--- src/rtl/brcond_pkg.sv ---
package brcond_pkg;
   // flag vector bit positions (match mask bit positions)
   localparam int unsigned FLG_SIGN  = 0;
   localparam int unsigned FLG_CARRY = 1;
   localparam int unsigned FLG_ZERO  = 2;
   localparam int unsigned FLG_OVF   = 3;
   localparam int unsigned FLG_COUNT = 4;

   typedef enum logic {
      FAM_ANY_SET   = 1'b0,
      FAM_ALL_CLEAR = 1'b1
   } br_family_e;
endpackage

--- src/rtl/brcond_eval.sv ---
module brcond_eval
   import brcond_pkg::*;
#(
   parameter int unsigned NFLAG     = FLG_COUNT,
   parameter int unsigned ANY_FLAGS = 3
) (
   input  logic             fam_i,
   input  logic [NFLAG-1:0] mask_i,
   input  logic [NFLAG-1:0] flags_i,
   output logic             taken_o
);
   localparam int unsigned ALL_FLAGS = NFLAG;

   if (ANY_FLAGS > NFLAG) begin : g_bad_any
      $error("ANY_FLAGS must not exceed NFLAG");
   end

   logic [NFLAG-1:0] hit_any;
   logic [NFLAG-1:0] ok_clear;

   for (genvar i = 0; i < NFLAG; i++) begin : g_term
      if (i < ANY_FLAGS) begin : g_any
         assign hit_any[i] = mask_i[i] & flags_i[i];
      end else begin : g_noany
         assign hit_any[i] = 1'b0;
      end
      if (i < ALL_FLAGS) begin : g_all
         assign ok_clear[i] = ~mask_i[i] | ~flags_i[i];
      end else begin : g_noall
         assign ok_clear[i] = 1'b1;
      end
   end

   always_comb begin
      if (br_family_e'(fam_i) == FAM_ALL_CLEAR) taken_o = &ok_clear;
      else                                      taken_o = |hit_any;
   end
endmodule

--- src/rtl/brcond_target.sv ---
module brcond_target #(
   parameter int unsigned PC_W   = 16,
   parameter int unsigned DISP_W = 8
) (
   input  logic [PC_W-1:0]   pc_i,
   input  logic [DISP_W-1:0] disp_i,
   input  logic              taken_i,
   output logic [PC_W-1:0]   next_pc_o
);
   localparam int unsigned EXT_W = PC_W - DISP_W;

   if (DISP_W == 0 || DISP_W > PC_W) begin : g_bad_w
      $error("DISP_W must be in 1..PC_W");
   end

   logic [PC_W-1:0] disp_ext;
   logic [PC_W-1:0] jump_pc;
   logic [PC_W-1:0] seq_pc;

   if (EXT_W == 0) begin : g_noext
      assign disp_ext = disp_i;
   end else begin : g_ext
      assign disp_ext = {{EXT_W{disp_i[DISP_W-1]}}, disp_i};
   end

   assign jump_pc   = pc_i + disp_ext;
   assign seq_pc    = pc_i + PC_W'(1);
   assign next_pc_o = taken_i ? jump_pc : seq_pc;
endmodule

--- src/rtl/brcond_unit.sv ---
module brcond_unit
   import brcond_pkg::*;
#(
   parameter int unsigned PC_W   = 16,
   parameter int unsigned DISP_W = 8,
   parameter int unsigned MASK_W = FLG_COUNT
) (
   input  logic              clk,
   input  logic              rst_n,
   input  logic              start_i,
   input  logic              fam_i,
   input  logic [MASK_W-1:0] mask_i,
   input  logic              flag_sign_i,
   input  logic              flag_carry_i,
   input  logic              flag_zero_i,
   input  logic              flag_ovf_i,
   input  logic [PC_W-1:0]   pc_i,
   input  logic [DISP_W-1:0] disp_i,
   output logic              taken_o,
   output logic [PC_W-1:0]   next_pc_o,
   output logic              done_o
);
   if (MASK_W != FLG_COUNT) begin : g_bad_mask
      $error("MASK_W must equal the flag count");
   end

   logic [MASK_W-1:0] flags;
   logic              taken_d;
   logic [PC_W-1:0]   next_pc_d;

   always_comb begin
      flags            = '0;
      flags[FLG_SIGN]  = flag_sign_i;
      flags[FLG_CARRY] = flag_carry_i;
      flags[FLG_ZERO]  = flag_zero_i;
      flags[FLG_OVF]   = flag_ovf_i;
   end

   brcond_eval #(
      .NFLAG     (MASK_W),
      .ANY_FLAGS (FLG_ZERO + 1)
   ) u_eval (
      .fam_i   (fam_i),
      .mask_i  (mask_i),
      .flags_i (flags),
      .taken_o (taken_d)
   );

   brcond_target #(
      .PC_W   (PC_W),
      .DISP_W (DISP_W)
   ) u_target (
      .pc_i      (pc_i),
      .disp_i    (disp_i),
      .taken_i   (taken_d),
      .next_pc_o (next_pc_d)
   );

   always_ff @(posedge clk or negedge rst_n) begin
      if (!rst_n) begin
         taken_o   <= 1'b0;
         next_pc_o <= '0;
         done_o    <= 1'b0;
      end else begin
         done_o <= start_i;
         if (start_i) begin
            taken_o   <= taken_d;
            next_pc_o <= next_pc_d;
         end
      end
   end

   // result pulse follows each start by one cycle
   a_r2_done_after_start: assert property (@(posedge clk) disable iff (!rst_n)
      start_i |=> done_o);
   a_r2_done_single: assert property (@(posedge clk) disable iff (!rst_n)
      !start_i |=> !done_o);
   // outputs frozen without a start
   a_r10_hold: assert property (@(posedge clk) disable iff (!rst_n)
      !start_i |=> ($stable(taken_o) && $stable(next_pc_o)));
   // any-set family with nothing selected never branches
   a_r5_any_empty: assert property (@(posedge clk) disable iff (!rst_n)
      (start_i && !fam_i && mask_i[2:0] == 3'b000) |=> !taken_o);
   // all-clear family with empty mask always branches
   a_r7_all_empty: assert property (@(posedge clk) disable iff (!rst_n)
      (start_i && fam_i && mask_i == '0) |=> taken_o);
   // fall-through address when not taken
   a_r9_seq_pc: assert property (@(posedge clk) disable iff (!rst_n)
      start_i |=> (taken_o || next_pc_o == PC_W'($past(pc_i) + PC_W'(1))));
   // a selected set flag in the any-set family forces a branch
   a_r3_any_hit: assert property (@(posedge clk) disable iff (!rst_n)
      (start_i && !fam_i && flag_sign_i && mask_i[0]) |=> taken_o);
endmodule

--- config.mk ---
export PLATFORM = sky130hd
export DESIGN_NAME = brcond_unit
export DESIGN_NICKNAME = d
export VERILOG_FILES = /design/src/rtl/brcond_pkg.sv /design/src/rtl/brcond_eval.sv /design/src/rtl/brcond_target.sv /design/src/rtl/brcond_unit.sv
export SDC_FILE = /design/constraint.sdc
export NUM_CORES = 1
export LEC_CHECK = 0
export CAP_MARGIN = 20
export CORE_UTILIZATION = 25
export DETAILED_ROUTE_END_ITERATION = 6
export PLACE_DENSITY = 0.55
export SYNTH_ARGS = -nofsm -noshare
export SYNTH_HDL_FRONTEND = slang
export SYNTH_SLANG_ARGS = --single-unit
--- constraint.sdc ---
create_clock -name clk -period 0.8 [get_ports clk]
set_input_delay 0.12 -clock clk [delete_from_list [all_inputs] [get_ports clk]]
set_output_delay 0.12 -clock clk [all_outputs]
set_load 0.01 [all_outputs]
# Word-level counts from Yosys, hierarchy flattened
# Index checks and enable logic that the tools add are counted.
dict set report op_classes {
  add_sub_neg 2
  muxes 2
  bitwise_logic 15
  n_reduce_logical 2
}
# op n
set ops {}
lappend ops {{adder 16 x 1 -> 16 bit (second input constant)} 1}
lappend ops {{adder 16 bit} 1}
lappend ops {{2-to-1 mux 16 bit} 1}
lappend ops {{NOT 1 bit} 8}
lappend ops {{bitwise OR 1 bit} 4}
lappend ops {{AND reduction 4 bit} 1}
lappend ops {{bitwise AND 1 bit} 3}
lappend ops {{OR reduction 3 bit} 1}
lappend ops {{2-to-1 mux 1 bit} 1}
dict set report word_totals {
  reg_bits 18
  in_bits 36
  output_inout_bits 18
  wordCells 24
}

# Logic depth before layout (Yosys ltp)
dict set report logic_depth {
  word_depth 5
  depth_mapped 12
}

# Modules after synthesis
# From an unflattened synthesis, not the netlist that was laid out.
dict set report hier_totals {
  cells_unflattened 120
  hier_area_um2 1350.0
}
# module instances cells_per_inst area_each_um2 seq_area_each_um2
set by_module_without_submodules {}
lappend by_module_without_submodules {brcond_unit 1 37 710.7 450.4}
lappend by_module_without_submodules {brcond_target 1 80 609.3 0.0}
lappend by_module_without_submodules {brcond_eval 1 3 30.0 0.0}

# Worst setup path before layout
# No wires, ideal clock.
dict set report synth_path {
  kind {in2reg}
  from {in flag_zero_i}
  to {reg next_pc_o[12]}
  setup_time_ps 116
  arrival_ps 2497
  t_required_ps 684
  path_slack_ps -1813
  cell_stages 11
  n_path_buf 0
  cell_sequence {a222oi_1 o21ai_1 nand2b_1 ha_1 inv_1 fa_1 and2b_1 o211ai_1 a211oi_2 a21oi_1 o311ai_0}
}
dict set report synth_via {
  elab_chain_len 5
  word_cells_on_any_way 7
}
# element line_no
set synth_lines {}
lappend synth_lines {{from (decl)} brcond_unit.sv:15} ;# input logic flag_zero_i,
lappend synth_lines {{NOT 1 bit} brcond_eval.sv:28} ;# assign ok_clear[i] = ~mask_i[i] | ~flags_i[i];
lappend synth_lines {{bitwise OR 1 bit} brcond_eval.sv:28}
lappend synth_lines {{AND reduction 4 bit} brcond_eval.sv:35} ;# if (br_family_e'(fam_i) == FAM_ALL_CLEAR) taken_o = &ok_clear;
lappend synth_lines {{2-to-1 mux 1 bit *} brcond_eval.sv:35}
lappend synth_lines {{2-to-1 mux 16 bit *} brcond_target.sv:28} ;# assign next_pc_o = taken_i ? jump_pc : seq_pc;
lappend synth_lines {{to (signal assigned)} brcond_unit.sv:68} ;# next_pc_o <= next_pc_d;
lappend synth_lines {{to (decl)} brcond_unit.sv:20} ;# output logic [PC_W-1:0] next_pc_o,
# Mark *: on every way between the ends. The rest lies on a longest branch, timed or not.
# A chain may end at the register's enable or synchronous reset.

# Final worst setup path
# Ends and elaborated chain as after synthesis.

==> results <==
- For this design the static power due to leakage is 1.299 nW.
- The via count of the first global-routing pass is 1892.
- The signal arrival time at the worst endpoint is 2.52 ns.
- STA puts the critical path data required time at 0.97 ns.
- The number of synthesized register bits is 18.
- The type of element launching the critical path is an input pin.
- 54 I/O pins were placed.
- The HPWL after detailed placement is 3740 um.
- The category of the worst setup path capture point is a flip-flop.
- Setup slack on the critical path of the routed design comes to -1.544 ns.
- After detailed routing, the number of remaining DRC violations is 0.
- At the pin with the least slew margin, the transition time is 0.3829 ns.
- Based on the critical path, the design can be clocked at up to 0.4266 GHz.
- The final reports fail on setup timing.
- After synthesis, the most frequently instantiated cells are 20 x sky130_fd_sc_hd__nand2_1, 18 x sky130_fd_sc_hd__dfrtp_1, 15 x sky130_fd_sc_hd__ha_1.
- The final net count is 345.
- The worst slack at placement is -2.288 ns.
- Net switching is 33.74% of the power.
- The clock group share of total power is 19.1%.
- The worst slew margin relative to its limit is 74.43%.
- The synthesized instance count is 177.
- In this run the worst setup path terminates at next_pc_o[12]$_DFFE_PN0P_.
- The area enclosed by the die boundary is 6500 um^2.
- The total setup violations reported at the end of the flow is 35.
- The share of total power dissipated in combinational logic is 51.8%.
- The aggregate global routing overflow is 0.
- The detailed router finished its first iteration with 43 violations.
- The number of pins with negative max-slew slack in the final report was 0.
- The clock-pin slew on the worst setup and hold paths is 0.08 ns.
- In this run the register-to-register setup slack is -0.14 ns.
- 0 antenna diodes ended up in the layout.
- Summing the sequential cell areas from Yosys gives 29.15% of the chip area.
- The total number of H-tree levels is 1.
- Max-cap violations in this run came to 0.
- After floorplanning, the core was sized to cover 5956 um^2.
- The maximum clock path buffer count is 2.
- The worst register-to-register path ends at next_pc_o[11]$_DFFE_PN0P_.
- The number of clock buffers inserted by TritonCTS is 3.
- Measured along the x axis, the die boundary spans 80.62 um.
- The mapped netlist covers 1545 um^2.
- By area the synthesized netlist is led by sky130_fd_sc_hd__dfrtp_1 29%, sky130_fd_sc_hd__ha_1 12%, sky130_fd_sc_hd__nand2_1 4.9%.
- The net switching power of the design is 1.393 mW.
- The clock latency of the later-clocked register in the worst-skew pair is 0.25 ns.
- In this run the worst path has a maximum fanout of 5.
- The largest net degree at the start of global routing is 19.
- The initial antenna violation count came to 0.
- The design internal power is 2.735 mW.
- The startpoint of the most critical register-to-register path is next_pc_o[11]$_DFFE_PN0P_.
- The count of final hold-check violations is 0.
- A synthesized cell averages 8.730 um^2.
- The first-pass iteration count of the detailed router is 7.
- The floorplan has 28 rows.
- Setup repair after global routing could not meet its margin everywhere.
- When the netlist entered floorplanning its net count stood at 229.
- The detailed router placed 1828 vias in this run.
- The warning count from the yosys run is 0.
- The total power density per cell area is 1439 nW/um^2.
- Dividing the detail-routed wire length by the instance count gives 14.07 um.
- In the final layout, the share of cells above drive strength 1 is 46.58%.
- The worst setup path startpoint is flag_zero_i.
- The total of buffers placed on input and output ports is 53.
- The fill cell instance count of the final layout is 606.
- The depth of the worst register-to-register path is 3.
- After layout, the worst path uses 293.0% of the clock period.
- The critical setup path kind is input pin to flip-flop.
- The routability congestion estimate is 0.7749.
- For this run, asynchronously set or reset flops after synthesis account for 100.0%.
- Sequential cells burn 29.0% of the power.
- The TritonCTS clock tree is yes.
- The worst vdd rail ir drop is 741.2 uV.
- The wire length of the first global-routing pass is 8542 um.
- The hold buffer count at cts is 0.
- The worst clock skew is 0 ns.
- The clock period minus worst slack is 2.344 ns.
- The area growth from synthesis to layout is 85.59%.
- The most frequently used cell type in the post-synthesis netlist is sky130_fd_sc_hd__nand2_1.
- The top flip-flop cell by instance count after synthesis is sky130_fd_sc_hd__dfrtp_1.
- The die extent in y is 80.62 um.
- The area share of the largest cell type after synthesis is 29.15%.
- The total routing resource utilization after global routing is 17.15%.
- sky130_fd_sc_hd__dfrtp_1 takes more of the synthesized area than any other cell.
- The starting utilization of the core area is 25.95%.
- The routed design has 5165 um of wire.
- The mean number of vias per cell is 4.981.
- The buffer type at the clock tree root is sky130_fd_sc_hd__clkbuf_8.
- The number of sinks handled by clock tree synthesis is 18.
- The flow ran to the end, but the final reports show violations.
- The remaining antenna violation count is 0.
- The path class of the lowest-slack min-delay path is input pin to asynchronous set/reset pin.
- The share of the core filled with cells in the final layout is 48.15%.
- The number of different library cells used by synthesis comes to 45.
- The number of enable-type register cells in the synthesized netlist is 0.
[power by group through the flow]
stage	registers, mW	logic (mW)	clock network (mW)
floorplan	1.30	0.811	0
CTS	1.19	1.99	0.832
global placement	1.21	1.99	0
finish	1.20	2.14	0.790
detailed placement	1.21	2.00	0
global route	1.22	2.35	0.859
[worst min-delay path by stage]
stage	startpoint	to
6_report	rst_n	next_pc_o[14]$_DFFE_PN0P_
5_1_grt	rst_n	next_pc_o[14]$_DFFE_PN0P_
4_1_cts	rst_n	next_pc_o[10]$_DFFE_PN0P_
3_5_place_dp	rst_n	next_pc_o[0]$_DFFE_PN0P_
3_3_place_gp	next_pc_o[8]$_DFFE_PN0P_	next_pc_o[8]$_DFFE_PN0P_
2_1_floorplan	rst_n	done_o$_DFF_PN0_
[cell usage in the layout, fill, tap and decap left out, types with 3 or more instances in the layout]
| master | count |
|---|---|
| sky130_fd_sc_hd__o31ai_2 | 3 |
| sky130_fd_sc_hd__o311ai_1 | 3 |
| sky130_fd_sc_hd__inv_1 | 4 |
| sky130_fd_sc_hd__nand3_1 | 4 |
| sky130_fd_sc_hd__buf_6 | 10 |
| sky130_fd_sc_hd__dfrtp_1 | 18 |
| sky130_fd_sc_hd__and2_1 | 6 |
| sky130_fd_sc_hd__o21ai_0 | 4 |
| sky130_fd_sc_hd__and2_4 | 3 |
| sky130_fd_sc_hd__buf_2 | 17 |
| sky130_fd_sc_hd__o211ai_1 | 4 |
| sky130_fd_sc_hd__clkbuf_8 | 4 |
| sky130_fd_sc_hd__mux2_2 | 3 |
| sky130_fd_sc_hd__o21ai_2 | 3 |
| sky130_fd_sc_hd__nand4_1 | 3 |
| sky130_fd_sc_hd__a22oi_1 | 4 |
| sky130_fd_sc_hd__ha_1 | 9 |
| sky130_fd_sc_hd__mux2_4 | 3 |
| sky130_fd_sc_hd__dlygate4sd2_1 | 3 |
| sky130_fd_sc_hd__ha_4 | 6 |
| sky130_fd_sc_hd__nand2_1 | 18 |
| sky130_fd_sc_hd__a21oi_1 | 9 |
| sky130_fd_sc_hd__nor2_1 | 11 |
| sky130_fd_sc_hd__buf_4 | 57 |
| sky130_fd_sc_hd__o21a_1 | 3 |
| sky130_fd_sc_hd__xnor2_1 | 4 |
| sky130_fd_sc_hd__clkdlybuf4s50_1 | 26 |
[per-layer routing]
layer | track usage [%] | routed length (um) | part of all wire, %
met5 | 0 | 0 | 0
met4 | 4.821 | 129 | 2.5
met3 | 2.955 | 200 | 3.9
met2 | 30.85 | 2585 | 50
met1 | 20.67 | 2250 | 44
[metrics by stage]
step                      TNS [ns]  hold WS (ns)  std cells  total power, mW  cell area, um^2
after floorplan             -22.71       -0.1756        177            2.108             1638
after global routing        -26.05        0.1943        367            4.426             2868
after global placement      -35.35        0.4694        348            3.199             2628
after CTS                   -24.12        0.1890        364            4.019             2739
final                       -23.60        0.1884        367            4.128             2868
after detailed placement    -36.07        0.4793        348            3.210             2628
[sequential cells by signal (all words and copies together), names as in the netlist]
signal     cells
taken_o        1
done_o         1
next_pc_o     16
[timing repair]
| item | CTS | global route |
|---|---|---|
| pin swaps | 21 | 20 |
| gates resized for setup | 125 | 22 |
| buffers inserted | 15 | 4 |
| cloned | 0 | 0 |
| endpoints found under the setup margin | 35 | 35 |
[worst max-delay path, stage by stage]
cell and delay [ns]:
sky130_fd_sc_hd__buf_6 0.09, sky130_fd_sc_hd__a222oi_1 0.31, sky130_fd_sc_hd__buf_4 0.20, sky130_fd_sc_hd__nand2_4 0.06, sky130_fd_sc_hd__o21ai_4 0.10, sky130_fd_sc_hd__buf_6 0.16, sky130_fd_sc_hd__nand2_4 0.05, sky130_fd_sc_hd__fa_2 0.36
sky130_fd_sc_hd__and2b_1 0.21, sky130_fd_sc_hd__o211ai_1 0.12, sky130_fd_sc_hd__a211oi_2 0.38, sky130_fd_sc_hd__a21oi_1 0.12, sky130_fd_sc_hd__o311ai_1 0.23
[layout make-up]
type | count | area [um^2] | area share (%)
Multi-Input combinational cell | 149 | 1292 | 45.07
Timing Repair Buffer | 116 | 957.2 | 33.38
Sequential cell | 18 | 450.4 | 15.71
Tap cell | 75 | 93.84 | 3.272
Clock buffer | 4 | 55.05 | 1.920
Inverter | 5 | 18.77 | 0.6545
[cell families (layout without fill, tap and decap cells)]
family,count (synthesis),count (layout),share of synthesized area [%]
and+or+nand+nor,63,63,20.57
AOI/OAI and AO/OA,59,59,27.21
DFF,18,18,29.15
adders and majority gates,16,16,13.44
buffers and inverters,10,125,2.429
muxes,6,6,4.372
xor gates and xnor gates,5,5,2.834
Note: power is estimated with default switching activity, not from simulation.
